<file path="src/rtl/irqv_pkg.sv">
package irqv_pkg;
  typedef enum logic {
    SRC_ASYNC = 1'b0,
    SRC_SYNC  = 1'b1
  } src_e;

  localparam int IDX_ASYNC = 0;
  localparam int IDX_SYNC  = 1;
  localparam int NUM_SRC   = 2;
endpackage

</file>
<file path="src/rtl/irqv_regs.sv">
module irqv_regs #(
  parameter int REG_W = 16,
  parameter int VEC_W = 8,
  parameter int LVL_W = 3,
  parameter logic [VEC_W-1:0] VEC_RST = 8'h0F,
  localparam int BE_W = REG_W / 8,
  localparam int LVL_LSB = VEC_W
) (
  input  logic               clk,
  input  logic               rst,
  input  logic               wr_en,
  input  logic [BE_W-1:0]    wr_be,
  input  logic [REG_W-1:0]   wr_data,
  input  logic               rd_en,
  output logic [REG_W-1:0]   rd_data,
  output logic [VEC_W-1:1]   vec_hi,
  output logic [LVL_W-1:0]   lvl
);
  logic [REG_W-1:0] rd_view;
  logic             unused_wbits;

  // bit 0 and the bits above the level field are not storage
  assign unused_wbits = ^{wr_data[0], wr_data[REG_W-1:LVL_LSB+LVL_W]};

  always_ff @(posedge clk) begin
    if (rst) begin
      vec_hi <= VEC_RST[VEC_W-1:1];
      lvl    <= '0;
    end else if (wr_en) begin
      if (wr_be[0]) vec_hi <= wr_data[VEC_W-1:1];
      if (wr_be[1]) lvl    <= wr_data[LVL_LSB +: LVL_W];
    end
  end

  always_comb begin
    rd_view = '0;
    rd_view[VEC_W-1:1] = vec_hi;
    rd_view[0] = 1'b1;
    rd_view[LVL_LSB +: LVL_W] = lvl;
  end

  always_ff @(posedge clk) begin
    if (rst)        rd_data <= '0;
    else if (rd_en) rd_data <= rd_view;
  end
endmodule

</file>
<file path="src/rtl/irqv_arb.sv">
module irqv_arb
  import irqv_pkg::*;
(
  input  logic               clk,
  input  logic               rst,
  input  logic               req_sync,
  input  logic               req_async,
  input  logic               take,
  output logic [NUM_SRC-1:0] pend,
  output src_e               sel
);
  logic [NUM_SRC-1:0] set_v;
  logic [NUM_SRC-1:0] clr_v;

  always_comb begin
    set_v = '0;
    set_v[IDX_SYNC]  = req_sync;
    set_v[IDX_ASYNC] = req_async;
  end

  // fixed priority: synchronous unit first
  assign sel = pend[IDX_SYNC] ? SRC_SYNC : SRC_ASYNC;

  always_comb begin
    clr_v = '0;
    if (take) begin
      if (sel == SRC_SYNC) clr_v[IDX_SYNC]  = 1'b1;
      else                 clr_v[IDX_ASYNC] = 1'b1;
    end
  end

  always_ff @(posedge clk) begin
    if (rst) pend <= '0;
    else     pend <= (pend & ~clr_v) | set_v;
  end
endmodule

</file>
<file path="src/rtl/irqv_drive.sv">
module irqv_drive
  import irqv_pkg::*;
#(
  parameter int VEC_W = 8,
  parameter int LVL_W = 3
) (
  input  logic             clk,
  input  logic             rst,
  input  logic             take,
  input  logic             present,
  input  src_e             sel,
  input  logic [VEC_W-1:1] vec_hi,
  input  logic [LVL_W-1:0] lvl,
  output logic             vec_oe,
  output logic [VEC_W-1:0] vec_out,
  output logic [LVL_W-1:0] irq_level
);
  always_ff @(posedge clk) begin
    if (rst) begin
      vec_oe    <= 1'b0;
      vec_out   <= '0;
      irq_level <= '0;
    end else begin
      vec_oe    <= take;
      vec_out   <= take ? {vec_hi, sel} : '0;
      irq_level <= present ? lvl : '0;
    end
  end
endmodule

</file>
<file path="src/rtl/irq_vec_share.sv">
module irq_vec_share
  import irqv_pkg::*;
#(
  parameter int REG_W = 16,
  parameter int VEC_W = 8,
  parameter int LVL_W = 3,
  localparam int BE_W = REG_W / 8
) (
  input  logic             clk,
  input  logic             rst,
  input  logic             wr_en,
  input  logic [BE_W-1:0]  wr_be,
  input  logic [REG_W-1:0] wr_data,
  input  logic             rd_en,
  output logic [REG_W-1:0] rd_data,
  input  logic             req_sync,
  input  logic             req_async,
  input  logic             ack,
  output logic [LVL_W-1:0] irq_level,
  output logic             vec_oe,
  output logic [VEC_W-1:0] vec_out
);
  logic [VEC_W-1:1]   vec_hi;
  logic [LVL_W-1:0]   lvl_q;
  logic [NUM_SRC-1:0] pend;
  src_e               sel;
  logic               present;
  logic               take;

  assign present = (|pend) && (lvl_q != '0);
  assign take    = ack && present;

  irqv_regs #(.REG_W(REG_W), .VEC_W(VEC_W), .LVL_W(LVL_W)) u_regs (
    .clk(clk), .rst(rst), .wr_en(wr_en), .wr_be(wr_be), .wr_data(wr_data),
    .rd_en(rd_en), .rd_data(rd_data), .vec_hi(vec_hi), .lvl(lvl_q)
  );

  irqv_arb u_arb (
    .clk(clk), .rst(rst), .req_sync(req_sync), .req_async(req_async),
    .take(take), .pend(pend), .sel(sel)
  );

  irqv_drive #(.VEC_W(VEC_W), .LVL_W(LVL_W)) u_drive (
    .clk(clk), .rst(rst), .take(take), .present(present), .sel(sel),
    .vec_hi(vec_hi), .lvl(lvl_q), .vec_oe(vec_oe), .vec_out(vec_out),
    .irq_level(irq_level)
  );
endmodule

</file>
<file path="config.mk">
export PLATFORM = sky130hd
export DESIGN_NAME = irq_vec_share
export DESIGN_NICKNAME = d
export VERILOG_FILES = /design/src/rtl/irqv_pkg.sv /design/src/rtl/irqv_regs.sv /design/src/rtl/irqv_arb.sv /design/src/rtl/irqv_drive.sv /design/src/rtl/irq_vec_share.sv
export SDC_FILE = /design/constraint.sdc
export NUM_CORES = 1
export LEC_CHECK = 0
export BUFFER_PORTS_ARGS = -buffer_cell sky130_fd_sc_hd__buf_2
export CELL_PAD_IN_SITES_DETAIL_PLACEMENT = 1
export CELL_PAD_IN_SITES_GLOBAL_PLACEMENT = 2
export CORE_MARGIN = 5
export CORE_UTILIZATION = 30
export DETAILED_ROUTE_END_ITERATION = 16
export GPL_ROUTABILITY_DRIVEN = 0
export PLACE_DENSITY_LB_ADDON = 0.1
export SLEW_MARGIN = 20
export SYNTH_ARGS = -nofsm -noshare
export SYNTH_HDL_FRONTEND = slang
export SYNTH_HIERARCHICAL = 1
export SYNTH_SLANG_ARGS = --single-unit
export TNS_END_PERCENT = 30
</file>
<file path="constraint.sdc">
create_clock -name clk -period 3.4 [get_ports clk]
set_clock_uncertainty 0.2 [all_clocks]
set_input_delay 0.68 -clock clk [delete_from_list [all_inputs] [get_ports clk]]
set_output_delay 0.68 -clock clk [all_outputs]
set_load 0.005 [all_outputs]
</file>
==> impl_metrics.ini, run 1 <==
[outcome]
outcome = completed

[grt]
grt.overflow.total = 0
met2_usage = 0.173
grt_pass1_wl_mm = 4.80
antenna_found_initial = 0
met3_usage = 0.0650
use_met1 = 0.109
grt_pass1_vias = 1009
grtUsageTotal = 0.105
grt_max_degree = 36
busiest_layer = met2

[layout]
n_antenna_cell = 0
final-seq-area_um2 = 701
final_util = 0.369
finalNetCount = 185
nFillCells = 517
drive_above_1_share = 0.350
final_area_mm2 = 0.00159
area_growth_pct = 20.3
instances_no_fill = 212
multi_input_area_um2 = 523

[floorplanning]
die_x_um = 76.3
core_mm2 = 0.00429
rows = 24
dieHeight_um = 76.3
pin_count = 53
initial_core_util = 0.307
dieArea_mm2 = 0.00582

[synth]
synth.yosys.seq_area_share = 0.532
synth_compound_area_frac = 0.104
synth_warnings = 6
synthAdderAreaFrac = 0
yosysUniqueCellTypes = 20
synth_cells = 121
synth_area_per_cell_um2 = 10.9
muxShareOfSynthArea = 0.0760
synth_top_family_by_area = simple AND/OR/NAND/NOR gates
syn-cell-area_mm2 = 0.00132
synth-seq-cells = 35
synth-simple-area-share = 0.203
yosys.area_share.xor_xnor = 0

[cts]
post_cts_buffers = 0
htree_num_levels = 2
cts_sinks = 35
holdBufCountCts = 0
numCtsBuffers = 5
clk_latency_ns = 0.28
cts.clk_slew.worst_paths_ns = 0.07
cts-root-buf = clkbuf_8
clock_path_buffers = 2
cts_resized = 0
cts_tree = built

[route]
routedWlPerCell_um = 13.9
first_pass_iters = 3
drtIter0Drc = 19
num_vias = 946
drt_wl_total_mm = 2.95
vias_per_cell = 4.46
post-route-drc-count = 0
drtAntennaViolNets = 0

[timing]
period_needed_ns = 1.75
max_freq_mhz = 570
grt_setup_unrepaired = false
hold_slack_ns = 0.262
max_slew_margin = 0.559
period_share = 0.516
fin_tns_setup_ns = 0
worstMarginPinSlew_ns = 0.659
hold_violations = 0
drv_slew = 0
setup_viol = 0

[worst_setup_path]
start_kind = flip-flop
critPathCaptureType = flip-flop
critPathMaxFanout = 11
cp.arrival_ns = 1.70
critPathKind = flip-flop to flip-flop
path_buf_inv = 0
cpMaxStageDelayCell = nor3b_2
critical_path.top_delay_family = simple AND/OR/NAND/NOR gates
worst_ep_required_time_ns = 3.34
slowest_delay_ns = 0.57
path_cells = nor3_2, nor3b_2, nor3b_2, nor3_2

[place]
dp.cells = 205
placed_cell_area_mm2 = 0.00150
port_buffers = 41
hpwl_mm = 2.09

[power_and_ir_drop]
seqPwrFrac = 0.544
power_density_mw_per_mm2 = 505
p_comb_frac = 0.083
p_switching_w = 0.000185
swShare = 0.231
p_leak_nw = 0.804
p_clk_frac = 0.373
vdd_drop_max_v = 0.000172
internal_power_w = 0.000616

[worst_hold_path]
hp-class = flip-flop to flip-flop

[flow_run]
maxCapViolCount = 0
[flip-flops by register name (all words and copies together) (netlist names)]
name and count:
u_drive/vec_oe 1, u_regs/lvl 3, u_regs/rd_data 11, u_arb/pend 2
u_regs/vec_hi 7, u_drive/vec_out 8, u_drive/irq_level 3
[worst paths after layout]
kind / slack (ns) / endpoint / startpoint / cells past startpoint
max: 1.65 / u_arb/pend[0]$_SDFF_PP0_ / u_regs/lvl[1]$_SDFFE_PP0P_ / 4
min: 0.26 / u_regs/rd_data[0]$_SDFFE_PP0P_ / u_regs/rd_data[0]$_SDFFE_PP0P_ / 2
max reg2reg: 1.65 / u_arb/pend[0]$_SDFF_PP0_ / u_regs/lvl[1]$_SDFFE_PP0P_ / 4
min reg2reg: 0.26 / u_regs/rd_data[0]$_SDFFE_PP0P_ / u_regs/rd_data[0]$_SDFFE_PP0P_ / 2
[synth_stat cells, drive strengths merged]
| cell type | count | share of area |
|---|---|---|
| nor2b | 1 | 0.0048 |
| nand2b | 1 | 0.0048 |
| and3 | 3 | 0.014 |
| nor3 | 2 | 0.015 |
| a21oi | 8 | 0.030 |
| conb | 1 | 0.0028 |
| nor2 | 15 | 0.043 |
| mux2i | 10 | 0.076 |
| a21bo | 7 | 0.053 |
| nand3 | 7 | 0.027 |
| buf | 11 | 0.074 |
| nand2 | 1 | 0.0028 |
| and3b | 11 | 0.073 |
| nor3b | 2 | 0.019 |
| dfxtp | 35 | 0.53 |
| inv | 1 | 0.0028 |
| a211o | 3 | 0.020 |
| clkbuf | 2 | 0.0057 |
[final cells by class]
cell class,instances,share of cell area
inverter,1,0.00237
sequential,35,0.442
timing repair buffer,41,0.129
clock inverter,1,0.00316
tap,52,0.0410
multi-input combinational,76,0.330
clock buffer,6,0.0521
[power by group through the flow]
stage	Combinational, W	Clock [W]	Sequential [W]
finish	0.0000669	0.000299	0.000435
CTS	0.0000684	0.000312	0.000436
detailed placement	0.0000680	0	0.000445
floorplan	0.0000493	0	0.000443
global placement	0.0000668	0	0.000444
global route	0.0000753	0.000332	0.000438
[layout by cell type, fill, tap and decap left out]
master,instances
a211o_1,3
a21bo_1,3
a21bo_2,4
a21oi_1,8
and3_1,3
and3b_1,11
buf_2,41
clkbuf_8,6
clkinv_2,1
conb_1,5
dfxtp_1,35
inv_1,1
mux2i_1,10
nand2_1,1
nand2b_1,1
nand3_1,7
nor2_1,15
nor2b_1,1
nor3_2,2
nor3b_2,2
[tightest hold or removal path: cells and delay by family (launching register included)]
kind          cells  cell delay (ns)
flops             1             0.32
simple gates      2             0.11
[kinds of logic (layout without fill, tap and decap cells)]
group,after synthesis,after routing
and+or+nand+nor,43,43
DFF,35,35
AOI/OAI and AO/OA,18,18
buffers and inverters,14,49
muxes,10,10
other,1,5
[stage by stage]
step	setup slack [ns]	total power, W
final	1.65	0.000801
after detailed placement	1.38	0.000513
after floorplan	1.83	0.000493
after global routing	1.51	0.000845
after global placement	1.42	0.000511
after CTS	1.64	0.000816
[layer usage]
layer  vias up  share of wire
li1        476              -
met1       441           0.43
met2        27           0.49
met3         2          0.076
met4         0         0.0075
met5         -              0
No activity file was read; power rests on OpenSTA's default activity.
==> run 2: changes to the inputs <==
--- a/config.mk
+++ b/config.mk
@@ -9,7 +9,7 @@
 export CELL_PAD_IN_SITES_DETAIL_PLACEMENT = 1
 export CELL_PAD_IN_SITES_GLOBAL_PLACEMENT = 2
 export CORE_MARGIN = 5
-export CORE_UTILIZATION = 30
+export CORE_UTILIZATION = 25
 export DETAILED_ROUTE_END_ITERATION = 16
 export GPL_ROUTABILITY_DRIVEN = 0
 export PLACE_DENSITY_LB_ADDON = 0.1
==> constraint.sdc (replaced) <==
create_clock -name clk -period 1.57 [get_ports clk]
set_clock_uncertainty 0.2 [all_clocks]
set_input_delay 0.314 -clock clk [delete_from_list [all_inputs] [get_ports clk]]
set_output_delay 0.314 -clock clk [all_outputs]
set_load 0.005 [all_outputs]
==> impl_metrics.ini, run 2 (synthesized netlist as in run 1, its figures left out) <==
[outcome]
outcome = completed

[worst_setup_path]
worst_ep_required_time_ns = 1.52
critPathKind = flip-flop to flip-flop
reg2reg_depth = 4
critPathCaptureType = flip-flop
start_kind = flip-flop
cp.arrival_ns = 1.35
r2r_setup_slack_ns = 0.17
critPathMaxFanout = 5

[layout]
drive_above_1_share = 0.358
finalNetCount = 186
layout_common_cells = 41 x buf_2, 35 x dfxtp_1, 15 x nor2_1
nFillCells = 613
n_antenna_cell = 0
layout_commonest_cell = buf_2
area_growth_pct = 22.3
multi_input_area_um2 = 523
largest_reg_flops = 11
largest_register = u_regs/rd_data
final-seq-area_um2 = 701
reg_top3 = u_regs/rd_data: 11 flops, u_drive/vec_out: 8 flops, u_regs/vec_hi: 7 flops

[cts]
holdBufCountCts = 0
numCtsBuffers = 5
clk_latency_ns = 0.28
post_cts_buffers = 0
cts_sinks = 35
cts-root-buf = clkbuf_8
htree_num_levels = 2
cts_tree = built
cts.clk_slew.worst_paths_ns = 0.07
clock_path_buffers = 2
cts_resized = 0

[power_and_ir_drop]
vdd_drop_max_v = 0.000478
swShare = 0.238
seqPwrFrac = 0.556
p_clk_frac = 0.359
p_leak_nw = 0.810
power_density_mw_per_mm2 = 1060
p_comb_frac = 0.085
internal_power_w = 0.00130
p_switching_w = 0.000405

[timing]
fin_tns_setup_ns = 0
period_needed_ns = 1.40
hold_violations = 0
drv_slew = 0
grt_setup_unrepaired = false
period_share = 0.894
max_freq_mhz = 712
hold_slack_ns = 0.0656
setup_viol = 0
max_slew_margin = 0.608
worstMarginPinSlew_ns = 0.587

[grt]
grtUsageTotal = 0.0948
grt.overflow.total = 0
antenna_found_initial = 0
grt_pass1_wl_mm = 4.77
grt_pass1_vias = 934
grt_max_degree = 36

[floorplanning]
pin_count = 53
dieArea_mm2 = 0.00682
die_x_um = 82.6
rows = 26
dieHeight_um = 82.6
initial_core_util = 0.258
core_mm2 = 0.00511

[worst_hold_path]
hp-class = input pin to flip-flop
holdPathStages = 3

[route]
num_vias = 949
first_pass_iters = 3
drtAntennaViolNets = 0
vias_per_cell = 4.09
post-route-drc-count = 0
drtIter0Drc = 54
routedWlPerCell_um = 12.8
drt_wl_total_mm = 2.97

[place]
hpwl_mm = 2.22
port_buffers = 41

[flow_run]
maxCapViolCount = 0
-- run 2: cell types whose count changed in the layout (fill, tap and decap cells not counted), sizes merged --
cell | previous run | this run
clkinv | 1 | 3
clkbuf | 6 | 5
buf | 41 | 42
-- run 2: path summary, 6_finish.rpt --
path / start / to
hold / removal: req_sync / u_arb/pend[1]$_SDFF_PP0_
hold reg to reg: u_regs/rd_data[0]$_SDFFE_PP0P_ / u_regs/rd_data[0]$_SDFFE_PP0P_
setup / recovery: u_regs/lvl[1]$_SDFFE_PP0P_ / u_arb/pend[0]$_SDFF_PP0_
setup reg to reg: u_regs/lvl[1]$_SDFFE_PP0P_ / u_arb/pend[0]$_SDFF_PP0_
-- run 2: stage by stage --
stage          power, W  instance area (um2)  worst slack, ns   util  instances
4_1_cts         0.00174                 1610            0.118  0.316        232
6_report        0.00170                 1610            0.166  0.316        232
2_1_floorplan   0.00107                 1330            0.161      -        125
3_5_place_dp    0.00111                 1530            0.138  0.299        224
5_1_grt         0.00180                 1610           0.0317  0.316        232
3_3_place_gp    0.00111                 1530            0.140  0.299        224
-- run 2: metal layers --
metal | track usage | wire length (um) | up-vias
li1 | - | - | 484
met1 | 0.127 | 1410 | 431
met2 | 0.128 | 1230 | 27
met3 | 0.0423 | 285 | 7
met4 | 0.0441 | 51 | 0
met5 | 0 | 0 | -
-- run 2: critical path, stage by stage, from the launching register on --
cell and delay, ns:
dfxtp_1 0.41, nor3_2 0.08, nor3b_2 0.29, nor3b_2 0.23
nor3_2 0.06
-- run 2: final cells by class --
cell class	instances	area share
clock buffer	5	0.0427
clock inverter	3	0.00932
inverter	1	0.00233
multi-input combinational	76	0.325
sequential	35	0.435
tap	70	0.0543
timing repair buffer	42	0.132
-- run 2: power groups by stage --
stage,logic [W],clock network [W],registers [W]
floorplan,0.000107,0,0.000960
global placement,0.000144,0,0.000965
detailed placement,0.000148,0,0.000967
CTS,0.000149,0.000644,0.000946
global route,0.000163,0.000687,0.000951
finish,0.000145,0.000610,0.000946
==> run 3: changes to the inputs <==
--- a/config.mk
+++ b/config.mk
@@ -8,6 +8,7 @@
 export BUFFER_PORTS_ARGS = -buffer_cell sky130_fd_sc_hd__buf_2
 export CELL_PAD_IN_SITES_DETAIL_PLACEMENT = 1
 export CELL_PAD_IN_SITES_GLOBAL_PLACEMENT = 2
+export CORE_ASPECT_RATIO = 1.1
 export CORE_MARGIN = 5
 export CORE_UTILIZATION = 25
 export DETAILED_ROUTE_END_ITERATION = 16
==> impl_metrics.ini, run 3 (synthesized netlist as in run 1, its figures left out) <==
[worst_setup_path]
cp.arrival_ns = 1.41
critPathKind = flip-flop to flip-flop
reg2reg_depth = 4
worst_ep_required_time_ns = 1.52
start_kind = flip-flop
critPathMaxFanout = 6
r2r_end = u_arb/pend[0]$_SDFF_PP0_
r2r_setup_slack_ns = 0.11
reg2reg_from = u_regs/lvl[0]$_SDFFE_PP0P_
critPathCaptureType = flip-flop

[cts]
cts-root-buf = clkbuf_8
cts_sinks = 35
numCtsBuffers = 5
clk_latency_ns = 0.28
post_cts_buffers = 0
htree_num_levels = 2
cts_tree = built
cts.clk_slew.worst_paths_ns = 0.07
clock_path_buffers = 2

[layout]
final_util = 0.316
reg_top3 = u_regs/rd_data: 11 flops, u_drive/vec_out: 8 flops, u_regs/vec_hi: 7 flops
drive_above_1_share = 0.346
largest_register = u_regs/rd_data
instances_no_fill = 220
largest_reg_flops = 11
final_area_mm2 = 0.00160
finalNetCount = 186
layout_commonest_cell = buf_2
n_antenna_cell = 0
layout_common_cells = 41 x buf_2, 35 x dfxtp_1, 15 x nor2_1
area_growth_pct = 21.5

[place]
port_buffers = 41
hpwl_mm = 2.20
dp.cells = 212
placed_cell_area_mm2 = 0.00151

[timing]
max_freq_mhz = 683
hold_violations = 0
max_slew_margin = 0.616
period_needed_ns = 1.46
period_share = 0.932
drv_slew = 0
worstMarginPinSlew_ns = 0.576
setup_viol = 0

[power_and_ir_drop]
vdd_drop_max_v = 0.000478
p_leak_nw = 0.809
power_density_mw_per_mm2 = 1060
power.total_w = 0.00170

[route]
drt-met1-wl_mm = 1.34
post-route-drc-count = 0
drtIter0Drc = 23
wl_met2_mm = 1.40
wl_met3_um = 250
num_vias = 953
routedWlPerCell_um = 13.8
drtAntennaViolNets = 0
drt_wl_total_mm = 3.03
first_pass_iters = 3
top_layer = met4
vias_per_cell = 4.33

[floorplanning]
initial_core_util = 0.260
die_x_um = 79.2
core_mm2 = 0.00507
dieArea_mm2 = 0.00682
rows = 27
pin_count = 53
dieHeight_um = 86.1

[grt]
grt_max_degree = 36
grt.overflow.total = 0
grt_pass1_vias = 1013
grtUsageTotal = 0.0943
antenna_found_initial = 0
grt_pass1_wl_mm = 4.93

[outcome]
outcome = completed

[worst_hold_path]
hold_path_end = u_arb/pend[1]$_SDFF_PP0_
hp-class = input pin to flip-flop
min_from = req_sync
holdPathStages = 3

[flow_run]
maxCapViolCount = 0
[run 3: stage by stage]
stage	setup WS, ns	hold slack [ns]	TNS (ns)
CTS	0.0170	0.0724	0
finish	0.106	0.0797	0
floorplan	0.161	0.183	0
global route	-0.00712	0.0753	-0.00712
global placement	0.124	0.245	0
detailed placement	0.0870	0.256	0
[run 3: how the worst max path moves through the flow]
stage | from | end | slack (ns) | cells past startpoint
6_report | u_regs/lvl[0]$_SDFFE_PP0P_ | u_arb/pend[0]$_SDFF_PP0_ | 0.11 | 4
3_3_place_gp | u_regs/lvl[1]$_SDFFE_PP0P_ | u_arb/pend[0]$_SDFF_PP0_ | 0.12 | 4
4_1_cts | u_regs/lvl[1]$_SDFFE_PP0P_ | u_arb/pend[0]$_SDFF_PP0_ | 0.02 | 4
2_1_floorplan | u_arb/pend[1]$_SDFF_PP0_ | u_arb/pend[0]$_SDFF_PP0_ | 0.16 | 5
3_5_place_dp | u_regs/lvl[1]$_SDFFE_PP0P_ | u_arb/pend[0]$_SDFF_PP0_ | 0.09 | 4
5_1_grt | u_regs/lvl[1]$_SDFFE_PP0P_ | u_arb/pend[0]$_SDFF_PP0_ | -0.007 | 4
[run 3: layer usage]
layer  vias to the layer above  global-route usage
met4                         0              0.0422
met5                         -                   0
met2                        29               0.140
met1                       438               0.114
li1                        481                   -
met3                         5              0.0462
[run 3: timing repair]
| item | 4_1_cts | 5_1_grt |
|---|---|---|
| endpoints found under the setup margin | 0 | 7 |
| hold buffers | 0 | 0 |
| gates resized for setup | 0 | 1 |
[run 3: report_power, final]
group / internal, W / total (W) / switching (W)
registers: 0.000922 / 0.000945 / 0.0000229
clock network: 0.000311 / 0.000607 / 0.000296
logic: 0.0000714 / 0.000149 / 0.0000777
total: 0.00130 / 0.00170 / 0.000396
[run 3: final cells by class]
class,instances,area (um2)
fillers,601,3470
well taps,58,72.6
repair buffers,42,213
multi-input cells,76,529
inverters,1,3.75
flip-flops and latches,35,701
clock inverters,1,5.00
clock buffers,7,76.3
[run 3: critical path, cell delays in order, from the launching register on]
cell and delay [ns]:
dfxtp_1 0.42, nor3_2 0.09, nor3b_4 0.31, nor3b_2 0.24
nor3_2 0.06
